==> src/rtl/bseq_pkg.sv <==
package bseq_pkg;

  typedef enum logic [3:0] {
    ST_IDLE = 4'd0,
    ST_S0   = 4'd1,
    ST_S1   = 4'd2,
    ST_S2   = 4'd3,
    ST_S3   = 4'd4,
    ST_S4   = 4'd5,
    ST_S5   = 4'd6,
    ST_S6   = 4'd7,
    ST_S7   = 4'd8
  } seq_state_e;

  // States in which the address strobe is active.
  function automatic logic in_addr_phase(seq_state_e s);
    return (s == ST_S2) || (s == ST_S3) || (s == ST_S4) ||
           (s == ST_S5) || (s == ST_S6) || (s == ST_S7);
  endfunction

  // States from S3 onward (write data driven).
  function automatic logic in_drive_phase(seq_state_e s);
    return (s == ST_S3) || (s == ST_S4) || (s == ST_S5) ||
           (s == ST_S6) || (s == ST_S7);
  endfunction

  // States from S4 onward (write strobes).
  function automatic logic in_late_phase(seq_state_e s);
    return (s == ST_S4) || (s == ST_S5) || (s == ST_S6) || (s == ST_S7);
  endfunction

endpackage

==> src/rtl/bseq_fsm.sv <==
module bseq_fsm
  import bseq_pkg::*;
(
  input  logic       clk,
  input  logic       rst_n,
  input  logic       start,
  input  logic       dtack_n,
  output seq_state_e state_q,
  output seq_state_e state_d,
  output logic       done_q
);

  logic ack_q;
  logic ack_en;

  // Acknowledge is sampled on the edge that leaves S4 and enters S5.
  assign ack_en = (state_q == ST_S4);

  always_comb begin
    state_d = state_q;
    unique case (state_q)
      ST_IDLE: if (start) state_d = ST_S0;
      ST_S0:   state_d = ST_S1;
      ST_S1:   state_d = ST_S2;
      ST_S2:   state_d = ST_S3;
      ST_S3:   state_d = ST_S4;
      ST_S4:   state_d = ST_S5;
      ST_S5:   state_d = ack_q ? ST_S6 : ST_S4;
      ST_S6:   state_d = ST_S7;
      ST_S7:   state_d = ST_IDLE;
      default: state_d = ST_IDLE;
    endcase
  end

  always_ff @(posedge clk or negedge rst_n) begin
    if (!rst_n) begin
      state_q <= ST_IDLE;
      done_q  <= 1'b0;
    end else begin
      state_q <= state_d;
      done_q  <= (state_q == ST_S7);
    end
  end

  always_ff @(posedge clk or negedge rst_n) begin
    if (!rst_n) begin
      ack_q <= 1'b0;
    end else if (ack_en) begin
      ack_q <= ~dtack_n;
    end
  end

endmodule

==> src/rtl/bseq_drive.sv <==
module bseq_drive
  import bseq_pkg::*;
#(
  parameter int ADDR_W = 24,
  parameter int DATA_W = 16
) (
  input  logic              clk,
  input  logic              rst_n,
  input  logic              accept,
  input  logic              req_we,
  input  logic              req_word,
  input  logic [ADDR_W-1:0] req_addr,
  input  logic [DATA_W-1:0] req_wdata,
  input  seq_state_e        state_d,
  output logic [ADDR_W-2:0] bus_addr,
  output logic              as_n,
  output logic              rw_n,
  output logic              uds_n,
  output logic              lds_n,
  output logic [DATA_W-1:0] bus_dout,
  output logic              bus_doe,
  output logic              cur_word,
  output logic              cur_a0
);

  localparam int LANES  = 2;
  localparam int LANE_W = DATA_W / LANES;

  // Latched request
  logic              we_q;
  logic              word_q;
  logic [ADDR_W-1:0] addr_q;
  logic [DATA_W-1:0] wdata_q;

  // Request as seen for the next state (new one on accept)
  logic              we_nx;
  logic              word_nx;
  logic [ADDR_W-1:0] addr_nx;
  logic [DATA_W-1:0] wdata_nx;

  assign we_nx    = accept ? req_we    : we_q;
  assign word_nx  = accept ? req_word  : word_q;
  assign addr_nx  = accept ? req_addr  : addr_q;
  assign wdata_nx = accept ? req_wdata : wdata_q;

  always_ff @(posedge clk or negedge rst_n) begin
    if (!rst_n) begin
      we_q    <= 1'b0;
      word_q  <= 1'b0;
      addr_q  <= '0;
      wdata_q <= '0;
    end else if (accept) begin
      we_q    <= req_we;
      word_q  <= req_word;
      addr_q  <= req_addr;
      wdata_q <= req_wdata;
    end
  end

  assign cur_word = word_q;
  assign cur_a0   = addr_q[0];
  assign bus_addr = addr_q[ADDR_W-1:1];

  // Next values of the control lines
  logic as_act_d;
  logic rw_low_d;
  logic ds_phase_d;
  logic doe_d;

  assign as_act_d   = in_addr_phase(state_d);
  assign rw_low_d   = we_nx & in_addr_phase(state_d);
  assign ds_phase_d = we_nx ? in_late_phase(state_d) : in_addr_phase(state_d);
  assign doe_d      = we_nx & in_drive_phase(state_d);

  always_ff @(posedge clk or negedge rst_n) begin
    if (!rst_n) begin
      as_n    <= 1'b1;
      rw_n    <= 1'b1;
      bus_doe <= 1'b0;
    end else begin
      as_n    <= ~as_act_d;
      rw_n    <= ~rw_low_d;
      bus_doe <= doe_d;
    end
  end

  // Per-lane strobe and data: lane 1 = upper (bits 15:8), lane 0 = lower.
  logic [LANES-1:0] ds_n_q;

  for (genvar ln = 0; ln < LANES; ln++) begin : g_lane
    logic              hit_d;
    logic [LANE_W-1:0] data_d;

    // Byte address bit 0 = 0 selects the upper lane.
    assign hit_d  = word_nx | (addr_nx[0] == ((ln == LANES - 1) ? 1'b0 : 1'b1));
    assign data_d = word_nx ? wdata_nx[ln*LANE_W +: LANE_W] : wdata_nx[LANE_W-1:0];

    always_ff @(posedge clk or negedge rst_n) begin
      if (!rst_n) begin
        ds_n_q[ln] <= 1'b1;
      end else begin
        ds_n_q[ln] <= ~(ds_phase_d & hit_d);
      end
    end

    always_ff @(posedge clk or negedge rst_n) begin
      if (!rst_n) begin
        bus_dout[ln*LANE_W +: LANE_W] <= '0;
      end else if (doe_d) begin
        bus_dout[ln*LANE_W +: LANE_W] <= data_d;
      end
    end
  end

  assign uds_n = ds_n_q[LANES-1];
  assign lds_n = ds_n_q[0];

endmodule

==> src/rtl/bseq_capture.sv <==
module bseq_capture #(
  parameter int DATA_W = 16
) (
  input  logic              clk,
  input  logic              rst_n,
  input  logic              cap_en,
  input  logic              word,
  input  logic              a0,
  input  logic [DATA_W-1:0] bus_din,
  output logic [DATA_W-1:0] rdata_q
);

  localparam int LANE_W = DATA_W / 2;

  logic [DATA_W-1:0] rdata_d;

  always_comb begin
    if (word) begin
      rdata_d = bus_din;
    end else if (a0) begin
      rdata_d = {{LANE_W{1'b0}}, bus_din[LANE_W-1:0]};
    end else begin
      rdata_d = {{LANE_W{1'b0}}, bus_din[DATA_W-1:LANE_W]};
    end
  end

  always_ff @(posedge clk or negedge rst_n) begin
    if (!rst_n) begin
      rdata_q <= '0;
    end else if (cap_en) begin
      rdata_q <= rdata_d;
    end
  end

endmodule

==> src/rtl/bus_cycle_seq.sv <==
module bus_cycle_seq
  import bseq_pkg::*;
#(
  parameter int ADDR_W = 24,
  parameter int DATA_W = 16
) (
  input  logic              clk,
  input  logic              rst_n,
  input  logic              req_valid,
  output logic              req_ready,
  input  logic              req_we,
  input  logic              req_word,
  input  logic [ADDR_W-1:0] req_addr,
  input  logic [DATA_W-1:0] req_wdata,
  output logic              done,
  output logic [DATA_W-1:0] rdata,
  output logic [ADDR_W-2:0] bus_addr,
  output logic              as_n,
  output logic              rw_n,
  output logic              uds_n,
  output logic              lds_n,
  input  logic              dtack_n,
  output logic [DATA_W-1:0] bus_dout,
  output logic              bus_doe,
  input  logic [DATA_W-1:0] bus_din
);

  // Reset: asserted asynchronously, released on a clock edge.
  logic [1:0] rst_sync_q;
  logic       rst_int_n;

  always_ff @(posedge clk or negedge rst_n) begin
    if (!rst_n) begin
      rst_sync_q <= 2'b00;
    end else begin
      rst_sync_q <= {rst_sync_q[0], 1'b1};
    end
  end

  assign rst_int_n = rst_sync_q[1];

  seq_state_e state_q;
  seq_state_e state_d;
  logic       accept;
  logic       cur_word;
  logic       cur_a0;

  assign req_ready = (state_q == ST_IDLE);
  assign accept    = req_valid & req_ready;

  bseq_fsm u_fsm (
    .clk     (clk),
    .rst_n   (rst_int_n),
    .start   (accept),
    .dtack_n (dtack_n),
    .state_q (state_q),
    .state_d (state_d),
    .done_q  (done)
  );

  bseq_drive #(
    .ADDR_W (ADDR_W),
    .DATA_W (DATA_W)
  ) u_drive (
    .clk       (clk),
    .rst_n     (rst_int_n),
    .accept    (accept),
    .req_we    (req_we),
    .req_word  (req_word),
    .req_addr  (req_addr),
    .req_wdata (req_wdata),
    .state_d   (state_d),
    .bus_addr  (bus_addr),
    .as_n      (as_n),
    .rw_n      (rw_n),
    .uds_n     (uds_n),
    .lds_n     (lds_n),
    .bus_dout  (bus_dout),
    .bus_doe   (bus_doe),
    .cur_word  (cur_word),
    .cur_a0    (cur_a0)
  );

  bseq_capture #(
    .DATA_W (DATA_W)
  ) u_cap (
    .clk     (clk),
    .rst_n   (rst_int_n),
    .cap_en  (state_q == ST_S6),
    .word    (cur_word),
    .a0      (cur_a0),
    .bus_din (bus_din),
    .rdata_q (rdata)
  );

endmodule

==> config.mk <==
export PLATFORM = sky130hd
export DESIGN_NAME = bus_cycle_seq
export DESIGN_NICKNAME = d
export VERILOG_FILES = /design/src/rtl/bseq_pkg.sv /design/src/rtl/bseq_fsm.sv /design/src/rtl/bseq_drive.sv /design/src/rtl/bseq_capture.sv /design/src/rtl/bus_cycle_seq.sv
export SDC_FILE = /design/constraint.sdc
export NUM_CORES = 1
export LEC_CHECK = 0
export ABC_AREA = 1
export BUFFER_PORTS_ARGS = -buffer_cell sky130_fd_sc_hd__buf_2
export CAP_MARGIN = 15
export CORE_AREA = 3 3 111 113
export DETAILED_ROUTE_END_ITERATION = 8
export DIE_AREA = 0 0 114 116
export PLACE_DENSITY = 0.52
export SLEW_MARGIN = 20
export SYNTH_ARGS = -nofsm -noshare
export SYNTH_HDL_FRONTEND = slang
export SYNTH_SLANG_ARGS = --single-unit
==> constraint.sdc <==
create_clock -name clk -period 8.15 [get_ports clk]
set_clock_uncertainty 0.1 [all_clocks]
set_input_delay 0.815 -clock clk [delete_from_list [all_inputs] [get_ports clk]]
set_output_delay 0.815 -clock clk [all_outputs]
set_load 0.01 [all_outputs]
==> flow_summary.ini, run 1 <==
[final_layout]
nFillCells = 1193
drive_above_1_share = 0.3252
area_growth_pct = 28.08
seqCellArea_um2 = 2186
nets = 589
diodes = 0
postLayoutCoreUtil = 0.4209
fin_area_um2 = 4806
multi_input_area_um2 = 1227
stdcell_count = 675

[synth]
syn_area_per_cell_um2 = 9.220
synth_flop_cell = dfrtp_1
synth.most_common_cell = nand2_1
async_reset_ff_frac = 1.000
yosysWarningCount = 0
syn_inst = 407
yosys-top-cells-area = dfrtp_1 (55%), nand2_1 (13%), mux2_2 (6.9%)
netlist.top_cell.by_area = dfrtp_1
ys_seq_area_frac = 0.5815
synth_commonest_cells = nand2_1 (133), dfrtp_1 (83), inv_1 (66)
syn-cell-area_um2 = 3752
synthDominantCellAreaShare = 0.5535
synth_nets = 469
synth_cell_types = 25
postSynthRegisterBits = 87
synth_edf_count = 0

[clock_network]
ctsLongestPathBuffers = 2
clkLatencyLatePin_ns = 0.33
cts_max_level = 3
cts-hold-fix-buffers = 0
postCtsResizedCells = 0
clock_sinks = 87
cts_setup_buffers = 0
clk_pin_slew_ns = 0.06
cts_buffers = 9
root_buffer = clkbuf_16
cts_tree = yes

[outcome]
status = complete, no violations

[power]
power_density_nw_per_um2 = 424.1
total_power_mw = 2.038
ir_drop_mv = 0.1620
leakagePower_nw = 2.652

[place]
dpl.hpwl_um = 6477
routabilityCongestion = 0.7590
dp_cells = 659
place_area_um2 = 4474
portBuffers = 123
dp_slack_ns = 5.211

[route]
vias_per_cell = 4.462
ant_nets = 0
drt-initial-drc-count = 143
drt_wl_total_um = 9055
vias = 3012
drc = 0
wl_per_cell_um = 13.41
firstDrtPassIters = 4

[global_route]
overflow = 0
track_usage = 0.1401
first_global_vias = 2962
antenna_found_initial = 0
grt_pass1_wl_um = 14630
grt_max_degree = 65

[worst_setup_path]
cp_data_arrival_time_ns = 2.81
crit_start = u_fsm.state_q[2]$_DFF_PN0_
critPathRequiredTime_ns = 8.27
cp-start-kind = register
worstReg2RegStart = u_fsm.state_q[2]$_DFF_PN0_
reg2regPathDepth = 8
criticalPathCategory = reg2reg
cp_max_fo = 45
cp-end-kind = register

[timing]
tns_ns = 0
period_needed_ns = 2.698
timing.slew.headroom = 0.4486
rsz0062_at_grt = no
fmax_ghz = 0.3707
setup_violations = 0
worst_slew_pin_slew_ns = 0.8271
setup_slack_ns = 5.452
drv_slew = 0
period_share = 0.3310
whs_ns = 0.1136
hold_violations = 0

[job]
drv_cap = 0

[floorplan]
core_um2 = 11420
placementRows = 39
die_area_um2 = 13220
design.portCount = 124
start_util = 0.3286
die_y_um = 116
die_w_um = 114

[min_path]
hp-class = reg2async
## metal layers
| metal | global-route usage | vias to the layer above | share of wire |
|---|---|---|---|
| met3 | 0.03499 | 4 | 0.060 |
| li1 | - | 1505 | - |
| met5 | 0 | - | 0 |
| met1 | 0.1948 | 1418 | 0.46 |
| met4 | 0.04276 | 0 | 0.0049 |
| met2 | 0.2166 | 85 | 0.48 |
## worst max-delay path, stage by stage (launching register included)
cell	delay, ns
dfrtp_1	0.46
nor2_4	0.48
nand3_4	0.58
nand2_1	0.23
nand2_2	0.13
nor2_8	0.24
inv_2	0.19
nand2_1	0.10
nand2_1	0.06
## state kept, by name, summed over array words and instances, names as in the netlist
register and flops:
rst_sync_q 2, u_cap.rdata_q 16, u_drive.addr_q 24, u_drive.as_n 1
u_drive.bus_doe 1, u_drive.bus_dout 16, u_drive.cur_word 1, u_drive.lds_n 1
u_drive.rw_n 1, u_drive.uds_n 1, u_drive.wdata_q 16, u_drive.we_q 1
u_fsm.ack_q 1, u_fsm.done_q 1, u_fsm.state_q 4
## kinds of logic (layout without fill, tap and decap cells)
family,count (synthesis),in the layout,synth area share
buffers and inverters,83,208,0.09136
other,1,1,0.0009994
multiplexers,23,23,0.06902
AND/OR/NAND/NOR,191,191,0.2234
AO/OA/AOI/OAI,22,22,0.03368
flip-flops,87,87,0.5815
## layout make-up
class                   instances  area share
clock buffers                  12     0.04921
clock inverters                 4     0.01979
inverters                      67     0.05233
multi-input cells             237      0.2554
flip-flops and latches         87      0.4548
well taps                     143     0.03723
repair buffers                125      0.1312
## worst paths after layout
kind                                                   endpoint  slack (ns)
min in group clk                        rst_sync_q[1]$_DFF_PN0_        0.25
max in group asynchronous          u_cap.rdata_q[5]$_DFFE_PN0P_        6.70
worst min register to register  u_drive.bus_dout[0]$_DFFE_PN0P_        0.11
worst max register to register  u_drive.bus_dout[3]$_DFFE_PN0P_        5.45
worst min-delay path            u_drive.bus_dout[0]$_DFFE_PN0P_        0.11
worst max-delay path            u_drive.bus_dout[3]$_DFFE_PN0P_        5.45
## power by group
part / internal, mW / leakage (nW) / switching [mW]
logic: 0.315 / 1.48 / 0.506
registers: 0.646 / 1.01 / 0.113
clock network: 0.299 / 0.161 / 0.159
total: 1.26 / 2.65 / 0.778
## cell usage in the layout (no fill, tap or decap), drive strengths merged
cell type / synthesis / routed
nand2: 134 / 134
buf: 15 / 125
dfrtp: 83 / 83
inv: 67 / 67
mux2: 23 / 23
nand3: 21 / 21
nand4: 19 / 19
nor2: 16 / 16
o21ai: 13 / 13
clkbuf: 1 / 12
a31oi: 6 / 6
dfstp: 4 / 4
bufinv: 0 / 3
o31ai: 2 / 2
a21oi: 1 / 1
nor3: 1 / 1
clkinv: 0 / 1
conb: 1 / 1
Note: power is estimated with default switching activity, not from simulation.
==> run 2: changes to the inputs <==
==> constraint.sdc (replaced) <==
create_clock -name clk -period 2.8 [get_ports clk]
set_clock_uncertainty 0.1 [all_clocks]
set_input_delay 0.28 -clock clk [delete_from_list [all_inputs] [get_ports clk]]
set_output_delay 0.28 -clock clk [all_outputs]
set_load 0.01 [all_outputs]
==> run 2 against run 1 <==
  * Register-to-register slack worse by 4.5 ns
  * Largest cell class unchanged
  * Final cell count up 0.89%
  * Clock-buffer cell count down 2
  * Sequential share of layout area down 0.40 points
  * Die area unchanged
  * Critical endpoint is now req_ready
  * Clock power rose to 2.9 times the previous value
  * Critical path depth down 3
  * Critical path type is now reg2out
  * Largest power group unchanged
==> flow_summary.ini, run 2 (synthesis results as in run 1) <==
[outcome]
status = complete, no violations

[final_layout]
nets = 594
area_growth_pct = 29.21
drive_above_1_share = 0.3352
final_cell_mix = nand2_1 (133), buf_2 (123), dfrtp_1 (82)
largest_reg_flops = 24
top_register = u_drive.addr_q
fin_area_um2 = 4848
final_common_cell = nand2_1

[clock_network]
postCtsResizedCells = 0
cts-hold-fix-buffers = 1
root_buffer = clkbuf_16
cts_max_level = 3
cts_buffers = 9
ctsLongestPathBuffers = 2
clkLatencyLatePin_ns = 0.33
clock_sinks = 87
clk_pin_slew_ns = 0.06
cts_tree = yes
cts_setup_buffers = 0

[worst_setup_path]
cp-start-kind = register
cp_top_family = buffers and inverters
cp-end-kind = output pin
cp_max_fo = 20
cp_num_buf_inv = 3
cp_cell_sequence = nor2_4, buf_4, inv_1, nor2_1, buf_2
criticalPathCategory = reg2out
critPathRequiredTime_ns = 2.42
cp_slowest_cell = dfrtp_1
critPathMaxStageDelay_ns = 0.45
cp_data_arrival_time_ns = 1.55

[global_route]
track_usage = 0.1434
grt_most_used_layer = met2
antenna_found_initial = 0
grt.met2_usage = 0.2217
gr-usage-met1 = 0.1962
grt_use_met3 = 0.03812
grt_max_degree = 59
overflow = 0
grt_pass1_wl_um = 14950
first_global_vias = 3082

[floorplan]
start_util = 0.3286
core_um2 = 11420
design.portCount = 124
die_y_um = 116
die_area_um2 = 13220
placementRows = 39
die_w_um = 114

[timing]
period_needed_ns = 1.927
worst_slew_pin_slew_ns = 0.7747
setup_violations = 0
rsz0062_at_grt = no
drv_slew = 0
hold_violations = 0
period_share = 0.6883
fmax_ghz = 0.5189
timing.slew.headroom = 0.4835
tns_ns = 0

[route]
drt-initial-drc-count = 235
firstDrtPassIters = 4
drc = 0
drt_wl_total_um = 9071
vias_per_cell = 4.489
ant_nets = 0
vias = 3057
wl_per_cell_um = 13.32

[place]
place_area_um2 = 4504
dpl.hpwl_um = 6605
routabilityCongestion = 0.7540
portBuffers = 123

[power]
switchingPower_mw = 2.312
p_int_mw = 3.633
comb_power_share = 0.408
switching_share = 0.3889
ir_drop_mv = 0.3920
leakagePower_nw = 2.669
clockPowerShare = 0.220
p_seq_frac = 0.372
power_density_nw_per_um2 = 1226

[min_path]
hp-class = in2reg

[job]
drv_cap = 0
-- run 2: routing by layer --
metal  vias to the layer above  share of wire  wire (µm)
li1                       1519              -          -
met1                      1442           0.45       4094
met2                        87           0.47       4253
met3                         9          0.069        622
met4                         0          0.011        100
met5                         -              0          0
-- run 2: worst register-to-register path, cell delays in order (launching register included) --
cell and delay, ns:
dfrtp_1 0.46, nor2_4 0.15, buf_4 0.27, nand4_1 0.15, nand2_2 0.17, nor2_8 0.08
inv_2 0.25, nand2_1 0.09, nand2_1 0.08
-- run 2: area by class of cell --
cell class              instances  area, µm²
clock inverters                 6      92.59
clock buffers                  10      239.0
repair buffers                130      670.6
diodes                          1      2.502
fillers                      1173       6570
flip-flops and latches         87       2186
well taps                     143      178.9
multi-input cells             237       1227
inverters                      67      251.5
-- run 2: power groups by stage --
stage,logic (mW),registers (mW),clock network (mW)
after floorplan,1.47,2.39,0
after global placement,2.43,2.22,0
after detailed placement,2.47,2.24,0
after CTS,2.48,2.22,1.35
after global routing,2.77,2.30,1.41
final,2.43,2.21,1.31
-- run 2: final timing paths --
path                                            startpoint                         endpoint  slack, ns  cells past startpoint
max in group asynchronous          rst_sync_q[1]$_DFF_PN0_    u_drive.addr_q[9]$_DFFE_PN0P_       1.51                      1
worst min register to register     rst_sync_q[0]$_DFF_PN0_          rst_sync_q[1]$_DFF_PN0_       0.25                      0
min in group asynchronous                            rst_n          rst_sync_q[1]$_DFF_PN0_       0.15                      2
worst min-delay path                               dtack_n          u_fsm.ack_q$_DFFE_PN0N_       0.04                      2
worst max-delay path            u_fsm.state_q[0]$_DFF_PN0_                        req_ready       0.87                      5
worst max register to register  u_fsm.state_q[2]$_DFF_PN0_  u_drive.bus_dout[8]$_DFFE_PN0P_       0.93                      8
-- run 2: stage by stage --
step / std cells / power [mW] / hold WS (ns) / utilization / setup WS [ns]
6_report: 681 / 5.946 / 0.04150 / 0.4246 / 0.8729
4_1_cts: 680 / 6.054 / 0.02808 / 0.4244 / 0.8523
5_1_grt: 680 / 6.484 / 0.06361 / 0.4244 / 0.7360
2_1_floorplan: 407 / 3.859 / -0.1156 / - / 0.1044
3_3_place_gp: 663 / 4.652 / -0.03492 / 0.3945 / 0.8875
3_5_place_dp: 663 / 4.705 / -0.03193 / 0.3945 / 0.8412
==> run 3: changes to the inputs <==
==> constraint.sdc (replaced) <==
create_clock -name clk -period 1.8 [get_ports clk]
set_clock_uncertainty 0.1 [all_clocks]
set_input_delay 0.18 -clock clk [delete_from_list [all_inputs] [get_ports clk]]
set_output_delay 0.18 -clock clk [all_outputs]
set_load 0.01 [all_outputs]
==> run 3 against run 2 <==
  * Non-clock buffer count is 47 higher
  * Clock power rose by 45%
  * Sequential share of layout area down 3.6 points
  * Critical path depth is 3 higher
  * Flip-flop and latch count stayed put
  * Critical path type is now reg2reg
  * Die area unchanged
  * Highest routed layer unchanged
  * Final cell count rose by 6.8%
  * Register-to-register slack worse by 0.80 ns
==> flow_summary.ini, run 3 (synthesis results as in run 1) <==
[outcome]
status = complete, no violations

[worst_setup_path]
cp-end-kind = register
cp_common_cell = nand2_1
cp-start-kind = register
cp_num_buf_inv = 1
cp_data_arrival_time_ns = 1.84
criticalPathCategory = reg2reg
cp_slowest_cell = dfrtp_1
critPathRequiredTime_ns = 1.97
cp_cell_sequence = nor2_4, nand3_4, nand2_1, nand2_2, nor2_8, buf_4, nand3_1, nand2_1
cp_top_family = simple AND/OR/NAND/NOR gates
cp_max_fo = 9
critPathMaxStageDelay_ns = 0.46

[clock_network]
cts_max_level = 3
cts_tree = yes
cts_buffers = 9
clk_pin_slew_ns = 0.06
root_buffer = clkbuf_16
clock_sinks = 87
clkLatencyLatePin_ns = 0.33
ctsLongestPathBuffers = 2

[final_layout]
final_common_cell = nand2_1
top_register = u_drive.addr_q
nets = 641
drive_above_1_share = 0.3442
largest_reg_flops = 24
fin_area_um2 = 5268
diodes = 0
final_cell_mix = nand2_1 (132), buf_2 (123), dfrtp_1 (81)
area_growth_pct = 40.38

[power]
power_density_nw_per_um2 = 1799
leakagePower_nw = 2.879
ir_drop_mv = 0.6293

[route]
vias = 3243
ant_nets = 0
drt_wl_total_um = 9652
drc = 0
drt-initial-drc-count = 102
firstDrtPassIters = 4
wl_per_cell_um = 13.28
vias_per_cell = 4.461

[global_route]
overflow = 0
antenna_found_initial = 0
grt_pass1_wl_um = 15370
track_usage = 0.1485
grt_max_degree = 30
first_global_vias = 3151

[place]
place_area_um2 = 4607
portBuffers = 123
dpl.hpwl_um = 6970
routabilityCongestion = 0.8121

[floorplan]
die_area_um2 = 13220
design.portCount = 124
start_util = 0.3286
die_y_um = 116
placementRows = 39
core_um2 = 11420
die_w_um = 114

[timing]
hold_violations = 0
whs_ns = 0.01786
setup_violations = 0
period_needed_ns = 1.670
fmax_ghz = 0.5986
drv_slew = 0
period_share = 0.9280

[min_path]
hp-class = in2reg

[job]
drv_cap = 0
==> run 3: changes by cell type in the layout (fill, tap and decap cells not counted), sizes merged <==
cell / change
clkbuf: +1
bufinv: -1
buf: +18
clkinvlp: -1
clkinv: +2
inv: -1
dlygate4sd3: +29
diode: -1
==> run 3: power by group <==
part	total (mW)	switching, mW	leakage [nW]	internal (mW)
Sequential	3.42	0.488	1.01	2.93
Combinational	4.16	2.41	1.71	1.75
Clock	1.90	0.755	0.152	1.15
==> run 3: worst min-delay path, stage by stage <==
cell and delay, ns:
buf_2 0.10, nand3_1 0.08, nand2_1 0.06
==> run 3: path summary, 6_finish.rpt <==
path	start	to	slack (ns)	cells after the start
min reg2reg	rst_sync_q[1]$_DFF_PN0_	u_drive.wdata_q[0]$_DFF_PN0_	0.16	0
min in group asynchronous	rst_n	rst_sync_q[1]$_DFF_PN0_	0.06	2
min	bus_din[11]	u_cap.rdata_q[11]$_DFFE_PN0P_	0.02	3
max in group asynchronous	rst_sync_q[1]$_DFF_PN0_	u_drive.rw_n$_DFF_PN1_	0.81	1
max reg2reg	u_fsm.state_q[2]$_DFF_PN0_	u_drive.bus_dout[8]$_DFFE_PN0P_	0.13	8
max	u_fsm.state_q[2]$_DFF_PN0_	u_drive.bus_dout[8]$_DFFE_PN0P_	0.13	8
==> run 3: layer usage <==
layer	GRT usage	up-vias	share of wire	wire, µm
li1	-	1613	-	-
met1	0.1902	1525	0.44	4293
met2	0.2482	94	0.49	4708
met3	0.03029	11	0.051	488
met4	0.05701	0	0.017	162
met5	0	-	0	0
==> run 3: cell type report <==
cell class,instances,area (µm²)
well taps,143,178.9
inverters,67,254.0
fillers,1151,6151
repair buffers,177,1109
multi-input cells,237,1230
clock inverters,5,56.30
clock buffers,11,252.7
flip-flops and latches,87,2187
==> run 3: repair_timing <==
| item | CTS | global route |
|---|---|---|
| hold endpoints to repair | 31 | 0 |
| setup buffers | 0 | 6 |
| gates resized for setup | 1 | 4 |
| pin swaps | 0 | 2 |
| hold buffers | 30 | 0 |
| setup endpoints to repair | 1 | 20 |
==> run 3: through the flow <==
stage | power (mW) | worst slack [ns] | TNS [ns] | util | instances
floorplan | 6.003 | 0.2345 | 0 | - | 407
finish | 9.477 | 0.1296 | 0 | 0.4613 | 727
CTS | 9.496 | 0.07750 | 0 | 0.4570 | 721
global placement | 7.398 | 0.05335 | 0 | 0.4035 | 675
global route | 10.31 | -0.007290 | -0.007290 | 0.4613 | 727
detailed placement | 7.482 | 0.009760 | 0 | 0.4035 | 675
